==> src/rtl/duophase_core.sv <==
module duophase_core #(
  parameter int MEM_AW = 4
) (
  input  logic        clk,
  input  logic        rst_n,
  input  logic [15:0] instr,
  output logic [7:0]  result_o
);
  localparam int MEM_DEPTH = 1 << MEM_AW;

  logic       ph;
  logic [7:0] pc;
  logic [7:0] rf [8];
  logic [7:0] dm [MEM_DEPTH];

  wire [3:0] op  = instr[15:12];
  wire [2:0] rd  = instr[11:9];
  wire [7:0] a   = rf[instr[8:6]];
  wire [7:0] b   = rf[instr[5:3]];
  wire [7:0] imm_i = {{2{instr[5]}}, instr[5:0]};
  wire [7:0] imm_s = {{2{instr[11]}}, instr[11:9], instr[2:0]};
  wire [7:0] ld_addr = a + imm_i;
  wire [7:0] st_addr = a + imm_s;
  wire       idle = (op == 4'hD) || (op == 4'hE) || (op == 4'hF);

  logic [2:0] fsel;
  logic [7:0] alu_b, alu_y, npc, res;
  logic       taken, wr_rd;

  always_comb begin
    alu_b = (op == 4'h0) ? b : imm_i;
    case (op)
      4'h8:    fsel = 3'd2;
      4'h9:    fsel = 3'd3;
      4'hA:    fsel = 3'd4;
      4'hB:    fsel = 3'd5;
      4'hC:    fsel = 3'd6;
      4'h0:    fsel = instr[2:0];
      default: fsel = 3'd0;
    endcase
    case (fsel)
      3'd1:    alu_y = a - alu_b;
      3'd2:    alu_y = a & alu_b;
      3'd3:    alu_y = a | alu_b;
      3'd4:    alu_y = a ^ alu_b;
      3'd5:    alu_y = a << alu_b[2:0];
      3'd6:    alu_y = a >> alu_b[2:0];
      default: alu_y = a + alu_b;
    endcase
  end

  always_comb begin
    case (op)
      4'h5:    taken = (a == b);
      4'h6:    taken = (a != b);
      4'h7:    taken = $signed(a) < $signed(b);
      default: taken = 1'b0;
    endcase
    npc = idle ? pc : (taken ? pc + imm_s : pc + 8'd1);
  end

  always_comb begin
    wr_rd = 1'b0;
    case (op)
      4'h0, 4'h1, 4'h8, 4'h9, 4'hA, 4'hB, 4'hC: begin res = alu_y; wr_rd = 1'b1; end
      4'h2:              begin res = instr[7:0]; wr_rd = 1'b1; end
      4'h3:              begin res = dm[ld_addr[MEM_AW-1:0]]; wr_rd = 1'b1; end
      4'h4:              res = b;
      4'h5, 4'h6, 4'h7:  res = npc;
      default:           res = pc;
    endcase
  end

  always_ff @(posedge clk) begin
    if (!rst_n) begin
      ph <= 1'b0;
      pc <= '0;
      for (int i = 0; i < 8; i++) rf[i] <= '0;
      for (int j = 0; j < MEM_DEPTH; j++) dm[j] <= '0;
    end else begin
      ph <= ~ph;
      if (ph) begin
        pc <= npc;
        if (wr_rd) rf[rd] <= res;
        if (op == 4'h4) dm[st_addr[MEM_AW-1:0]] <= b;
      end
    end
  end

  assign result_o = ph ? res : pc;
endmodule

==> config.mk <==
export PLATFORM = sky130hd
export DESIGN_NAME = duophase_core
export DESIGN_NICKNAME = d
export VERILOG_FILES = /design/src/rtl/duophase_core.sv
export SDC_FILE = /design/constraint.sdc
export NUM_CORES = 1
export LEC_CHECK = 0
export ABC_CLOCK_PERIOD_IN_PS = 10800
export BUFFER_PORTS_ARGS = -buffer_cell sky130_fd_sc_hd__clkbuf_2
export CORE_MARGIN = 4
export CORE_UTILIZATION = 40
export DETAILED_ROUTE_END_ITERATION = 12
export HOLD_SLACK_MARGIN = 0.06
export SYNTH_ARGS = -nofsm -noshare
export SYNTH_HDL_FRONTEND = slang
export SYNTH_SLANG_ARGS = --single-unit
==> constraint.sdc <==
create_clock -name clk -period 10.8 [get_ports clk]
set_input_delay 2.16 -clock clk [delete_from_list [all_inputs] [get_ports clk]]
set_output_delay 2.16 -clock clk [all_outputs]
set_load 0.01 [all_outputs]
==> impl_metrics.yaml, run 1 <==
detailed_routing:
  drc_errors: 0
  via_per_inst: 5.93
  drt_iter0_drc: 898
  via_count: 8850
  dr.pass1.iters: 5
  ant_nets: 0
  wl_per_cell_um: 23.4
  wirelength_um: 35000
setup_path:
  crit_type: "input port to output port"
  required_ns: 8.64
  critical_path_arrival_ns: 8.10
  path_cells: "clkbuf_2 -> mux4_2 -> mux2i_1 -> inv_1 -> ha_1 -> or3b_1 -> a2111oi_0 -> inv_1 -> o22ai_1 -> nand3b_1 -> ha_1 -> fa_1 -> a21o_1 -> a21oi_1 -> xnor2_1 -> a21oi_1 -> o21ai_0 -> or3_1 -> nor3_4 -> a21oi_1 -> clkbuf_2"
  crit_path_frequent_cell: "a21oi_1"
  r2r_cells: 19
  cp_slowest_stage_delay_ns: 0.59
  cp_slowest_cell: "a2111oi_0"
  critical_path_buf_inv_count: 4
  startpoint_type: "input port"
  critPathMaxFanout: 10
  cp_top_family: "compound AO/OA/AOI/OAI gates"
  cp.depth: 21
  end_kind: "output port"
clock_tree:
  cts_tree: "yes"
  clkLatencyLatePin_ns: 0.51
  cts_buffers: 21
  holdBufCountCts: 0
  htree_levels: 1
  clk_pin_slew_worst_paths_ns: 0.06
  root_buffer: "clkbuf_16"
  cts_setup_buffers: 0
  clock-sinks: 201
  postCtsResizedCells: 0
  clockBufferDepth: 3
run:
  max_cap_violations: 0
global_route:
  grt_max_degree: 35
  overflow: 0
  gr-usage-met3: 0.0470
  grt_use_total: 0.209
  grt_pass1_wl_um: 53400
  grt-busiest-layer: "met1"
  antenna_found_initial: 2
  grt_use_met1: 0.308
  grt_pass1_vias: 8568
  met2_usage: 0.308
logic_synthesis:
  synth_edf_count: 192
  synthMostInstantiatedCell: "nor2_1"
  yosys.area.top_type: "edfxtp_1"
  syn_inst: 1079
  ys_warn_count: 0
  ys_seq_area_frac: 0.489
  synthTopCellsByCount: "nor2_1 (233), edfxtp_1 (192), nand2_1 (106)"
  synth_top_area_share: 0.474
  synthArstFlopShare: 0
  synthTopCellsByArea: "edfxtp_1 (47%), mux4_2 (9.6%), nor2_1 (7.2%)"
  ys_ff_latch: 201
  avgSynthCellArea_um2: 11.3
  yosysUniqueCellTypes: 83
  syn_nets: 1143
  synth_area_um2: 12200
  ys.flop_type: "edfxtp_1"
floorplanning:
  die_x_um: 182
  rows: 63
  die_y_um: 182
  dieArea_um2: 33200
  floorplan.core_area_um2: 29800
  start_util: 0.408
  pin_count: 26
sta:
  hold_violations: 0
  finalSetupViolations: 0
  rsz0062_at_grt: "false"
  slew_viol_final: 0
  slew_headroom: 0.431
  finalCriticalPeriod_ns: 10.26
  timing.fmax_mhz: 97.5
  finalCritPeriodShare: 0.950
  worst_slew_pin_slew_ns: 0.844
  setup_tns_ns: 0
  clock_skew_ns: 0.0244
cells_and_area:
  fin_area_um2: 13200
  design.final.nets: 1152
  drive_gt1_frac: 0.160
  area_growth_pct: 8.82
  fillCellCount: 2787
power:
  p_leak_nw: 5.07
  power.density_nw_per_um2: 155
  ir_drop_mv: 0.0857
min_path:
  holdPathStages: 2
  min_path_type: "flop to flop"
placement:
  port_buffers: 25
  placed_cell_area_um2: 12600
  hpwlAfterDp_um: 25100
  place_congestion: 0.933
status:
  status: "finished, final reports clean"
## power breakdown
part | internal (mW) | switching (mW) | leakage (nW)
combinational | 0.183 | 0.305 | 2.71
sequential | 0.880 | 0.0154 | 2.06
clock | 0.372 | 0.293 | 0.302
total | 1.43 | 0.613 | 5.07
## flip-flops by register name (all words and copies together), names as in the netlist
| signal | count |
|---|---|
| dm | 128 |
| pc | 8 |
| ph | 1 |
| rf | 64 |
## cell type report
class / instances / area, um^2 / share of cell area
sequential: 201 / 5950 / 0.449
tap: 390 / 488 / 0.0369
multi-input combinational: 784 / 5750 / 0.434
timing repair buffer: 50 / 313 / 0.0236
clock inverter: 7 / 35.0 / 0.00265
inverter: 30 / 119 / 0.00899
clock buffer: 30 / 579 / 0.0438
antenna: 1 / 2.50 / 0.000189
## cell families after synthesis
group	share of synthesized area
flip-flops	0.489
adder cells (fa/ha/maj)	0.0492
AND/OR/NAND/NOR	0.151
buffers and inverters	0.0390
AO/OA/AOI/OAI	0.103
XOR/XNOR	0.0194
multiplexers	0.150
## metrics by stage
step           power (mW)  worst slack [ns]   util  cells  hold WS [ns]
6_report             2.05             0.539  0.444   1493         0.502
5_1_grt              2.13            0.0360  0.444   1493         0.545
4_1_cts              2.05             0.613  0.444   1492         0.504
3_5_place_dp         1.39             0.621  0.423   1455         0.496
3_3_place_gp         1.39             0.813  0.423   1455         0.483
2_1_floorplan        1.24              1.50      -   1079         0.461
## worst min-delay path, cell delays in order (launching register included)
cell      delay [ns]
dfxtp_1         0.33
nand2_1         0.06
a21boi_0        0.06
## worst paths after layout
path / from / to / slack (ns)
setup / recovery: instr[6] / result_o[4] / 0.54
hold / removal: pc[6] / pc[6] / 0.50
setup reg to reg: rf[7][7] / rf[3][4] / 4.68
hold reg to reg: pc[6] / pc[6] / 0.50
## placed cells by master, fill, tap and decap left out, drive strengths merged, types with 4 or more instances in the layout
cell and n:
a21o 9, or2 4, nand2 106, o21ai 34
clkbuf 55, nor2 241, ha 43, nor3b 5
a22oi 8, o22ai 9, mux4 52, o21a 5
a21oi 37, a22o 6, a21boi 8, mux2i 53
o21bai 4, clkinv 8, nand3 18, mux2 10
xnor2 21, inv 29, xor2 5, dfxtp 9
o211ai 4, nor2b 11, o221ai 7, a221o 7
edfxtp 192, or3 4, nor3 9, and2 5
a31oi 9, buf 25, and3 6, nand4 4
a211oi 5
## routing by layer
metal / vias up / share of wire / routed length [um]
met4: 2 / 0.036 / 1260
met5: - / 0.00023 / 8
met3: 66 / 0.098 / 3450
met2: 418 / 0.43 / 15000
li1: 4006 / - / -
met1: 4358 / 0.44 / 15300
Note: power is estimated with default switching activity, not from simulation.
==> inputs of run 2 (changes only) <==
GPL_TIMING_DRIVEN = 0   (was unset)
==> run 2 against run 1 <==
Core utilization is 0.50 points higher. Sequential share of layout area is 0.50 points lower. Sequential power is 0.4% lower. Hold slack worse by 0.0087 ns. Critical endpoint is now result_o[1].
==> impl_metrics.yaml, run 2 (synthesized netlist as in run 1, its figures left out) <==
placement:
  port_buffers: 21
  place_congestion: 0.985
  place_inst: 1490
  hpwlAfterDp_um: 26500
power:
  power.density_nw_per_um2: 154
  p_total_mw: 2.07
  p_leak_nw: 5.11
  ir_drop_mv: 0.103
global_route:
  grt_pass1_vias: 8675
  antenna_found_initial: 0
  overflow: 0
  grt_use_total: 0.215
  grt_max_degree: 20
  grt_pass1_wl_um: 54400
setup_path:
  rr_endpoint: "rf[7][4]"
  end_kind: "output port"
  required_ns: 8.64
  cp_slowest_cell: "a211oi_4"
  cp_slowest_stage_delay_ns: 0.69
  path_cells: "buf_4 -> buf_1 -> mux4_2 -> mux2i_1 -> inv_1 -> fa_1 -> clkbuf_1 -> clkbuf_1 -> clkbuf_1 -> mux4_2 -> mux2i_1 -> nor2_1 -> a211oi_4 -> a21oi_2 -> clkbuf_2"
  critical_path_arrival_ns: 8.36
  startpoint_type: "input port"
  crit_type: "input port to output port"
  crit_path_frequent_cell: "clkbuf_1"
  startpoint: "instr[8]"
  reg2reg_slack_ns: 4.45
  crit_end: "result_o[1]"
  critPathMaxFanout: 10
  r2r_start: "rf[7][7]"
  r2r_cells: 20
clock_tree:
  htree_levels: 1
  cts_buffers: 20
  cts_tree: "yes"
  clock-sinks: 201
  clk_pin_slew_worst_paths_ns: 0.06
  clkLatencyLatePin_ns: 0.52
  clockBufferDepth: 3
  root_buffer: "clkbuf_16"
cells_and_area:
  largestRegisters: "dm (128), rf (64), pc (8)"
  final_cells: 1525
  area_growth_pct: 10.1
  drive_gt1_frac: 0.155
  most-common-layout-cells: "nor2_1 (233), edfxtp_1 (192), nand2_1 (106)"
  design.final.nets: 1185
  fillCellCount: 2803
  diodes: 0
  regMostFlops: "dm"
  final_common_cell: "nor2_1"
  largest_reg_flops: 128
floorplanning:
  rows: 63
  die_x_um: 182
  pin_count: 26
  floorplan.core_area_um2: 29800
  dieArea_um2: 33200
  die_y_um: 182
  start_util: 0.408
detailed_routing:
  drt_iter0_drc: 1350
  via_per_inst: 5.96
  via_count: 9092
  wirelength_um: 36400
  drc_errors: 0
  ant_nets: 0
  wl_per_cell_um: 23.9
  dr.pass1.iters: 5
sta:
  finalSetupViolations: 0
  timing.fmax_mhz: 95.0
  rsz0062_at_grt: "false"
  finalCritPeriodShare: 0.974
  slew_headroom: 0.320
  clock_skew_ns: 0.0266
  slew_viol_final: 0
  hold_violations: 0
  worst_hold_slack_ns: 0.493
  finalCriticalPeriod_ns: 10.52
  worst_slew_pin_slew_ns: 1.01
min_path:
  min_path_type: "flop to flop"
run:
  max_cap_violations: 0
status:
  status: "finished, final reports clean"
==> run 2: cell count changes in the layout (fill, tap and decap cells not counted), moves of 2 or more <==
cell / previous run / this run
buf_1: 0 / 3
buf_2: 0 / 12
buf_6: 0 / 9
buf_4: 25 / 6
clkbuf_8: 2 / 0
clkinvlp_4: 0 / 2
clkbuf_1: 7 / 36
clkinv_2: 4 / 2
==> run 2: layout make-up <==
type                    count  area, um^2  share of cell area
multi-input cells         784        5750               0.430
flip-flops and latches    201        5950               0.444
repair buffers             23         120             0.00898
well taps                 390         488              0.0365
clock inverters             9        81.3             0.00608
inverters                  30         119             0.00889
clock buffers              27         527              0.0394
plain buffers              61         347              0.0259
==> run 2: what timing repair did <==
item / CTS / global route
pin swaps: 1 / 1
setup endpoints to repair: 6 / 6
setup buffers: 1 / 1
hold buffers: 0 / 0
gates cloned: 0 / 0
resized for setup: 3 / 4
==> run 2: worst min path at each step <==
stage | from | end | slack, ns | cells past startpoint
after detailed placement | pc[6] | pc[6] | 0.48 | 2
after CTS | pc[6] | pc[6] | 0.49 | 2
after global placement | pc[6] | pc[6] | 0.48 | 2
final | pc[6] | pc[6] | 0.49 | 2
after floorplan | pc[6] | pc[6] | 0.46 | 2
after global routing | pc[6] | pc[6] | 0.51 | 2
==> run 2: where the power goes <==
group,switching (mW),internal (mW)
clock,0.298,0.368
sequential,0.0112,0.879
combinational,0.327,0.183
total,0.636,1.43
==> run 2: metrics by stage <==
stage	cell area (um^2)	utilization	TNS (ns)	worst slack, ns
2_1_floorplan	12200	-	0	1.50
6_report	13400	0.449	0	0.279
3_5_place_dp	12700	0.428	-1.40	-0.561
5_1_grt	13400	0.449	0	0.0406
4_1_cts	13400	0.448	0	0.000136
3_3_place_gp	12700	0.428	-1.21	-0.560
==> run 2: critical path: cells and delay by family <==
family                   cells  cell delay, ns
adder cells (fa/ha/maj)      1            0.56
buffers and inverters        7            3.06
multiplexers                 4            1.59
AND/OR/NAND/NOR              1            0.12
AO/OA/AOI/OAI                2            0.86
==> run 2: layer usage <==
layer,up-vias,global-route usage,share of wire
li1,4063,-,-
met1,4475,0.316,0.43
met2,480,0.330,0.45
met3,74,0.0433,0.099
met4,0,0.0552,0.029
met5,-,0,0
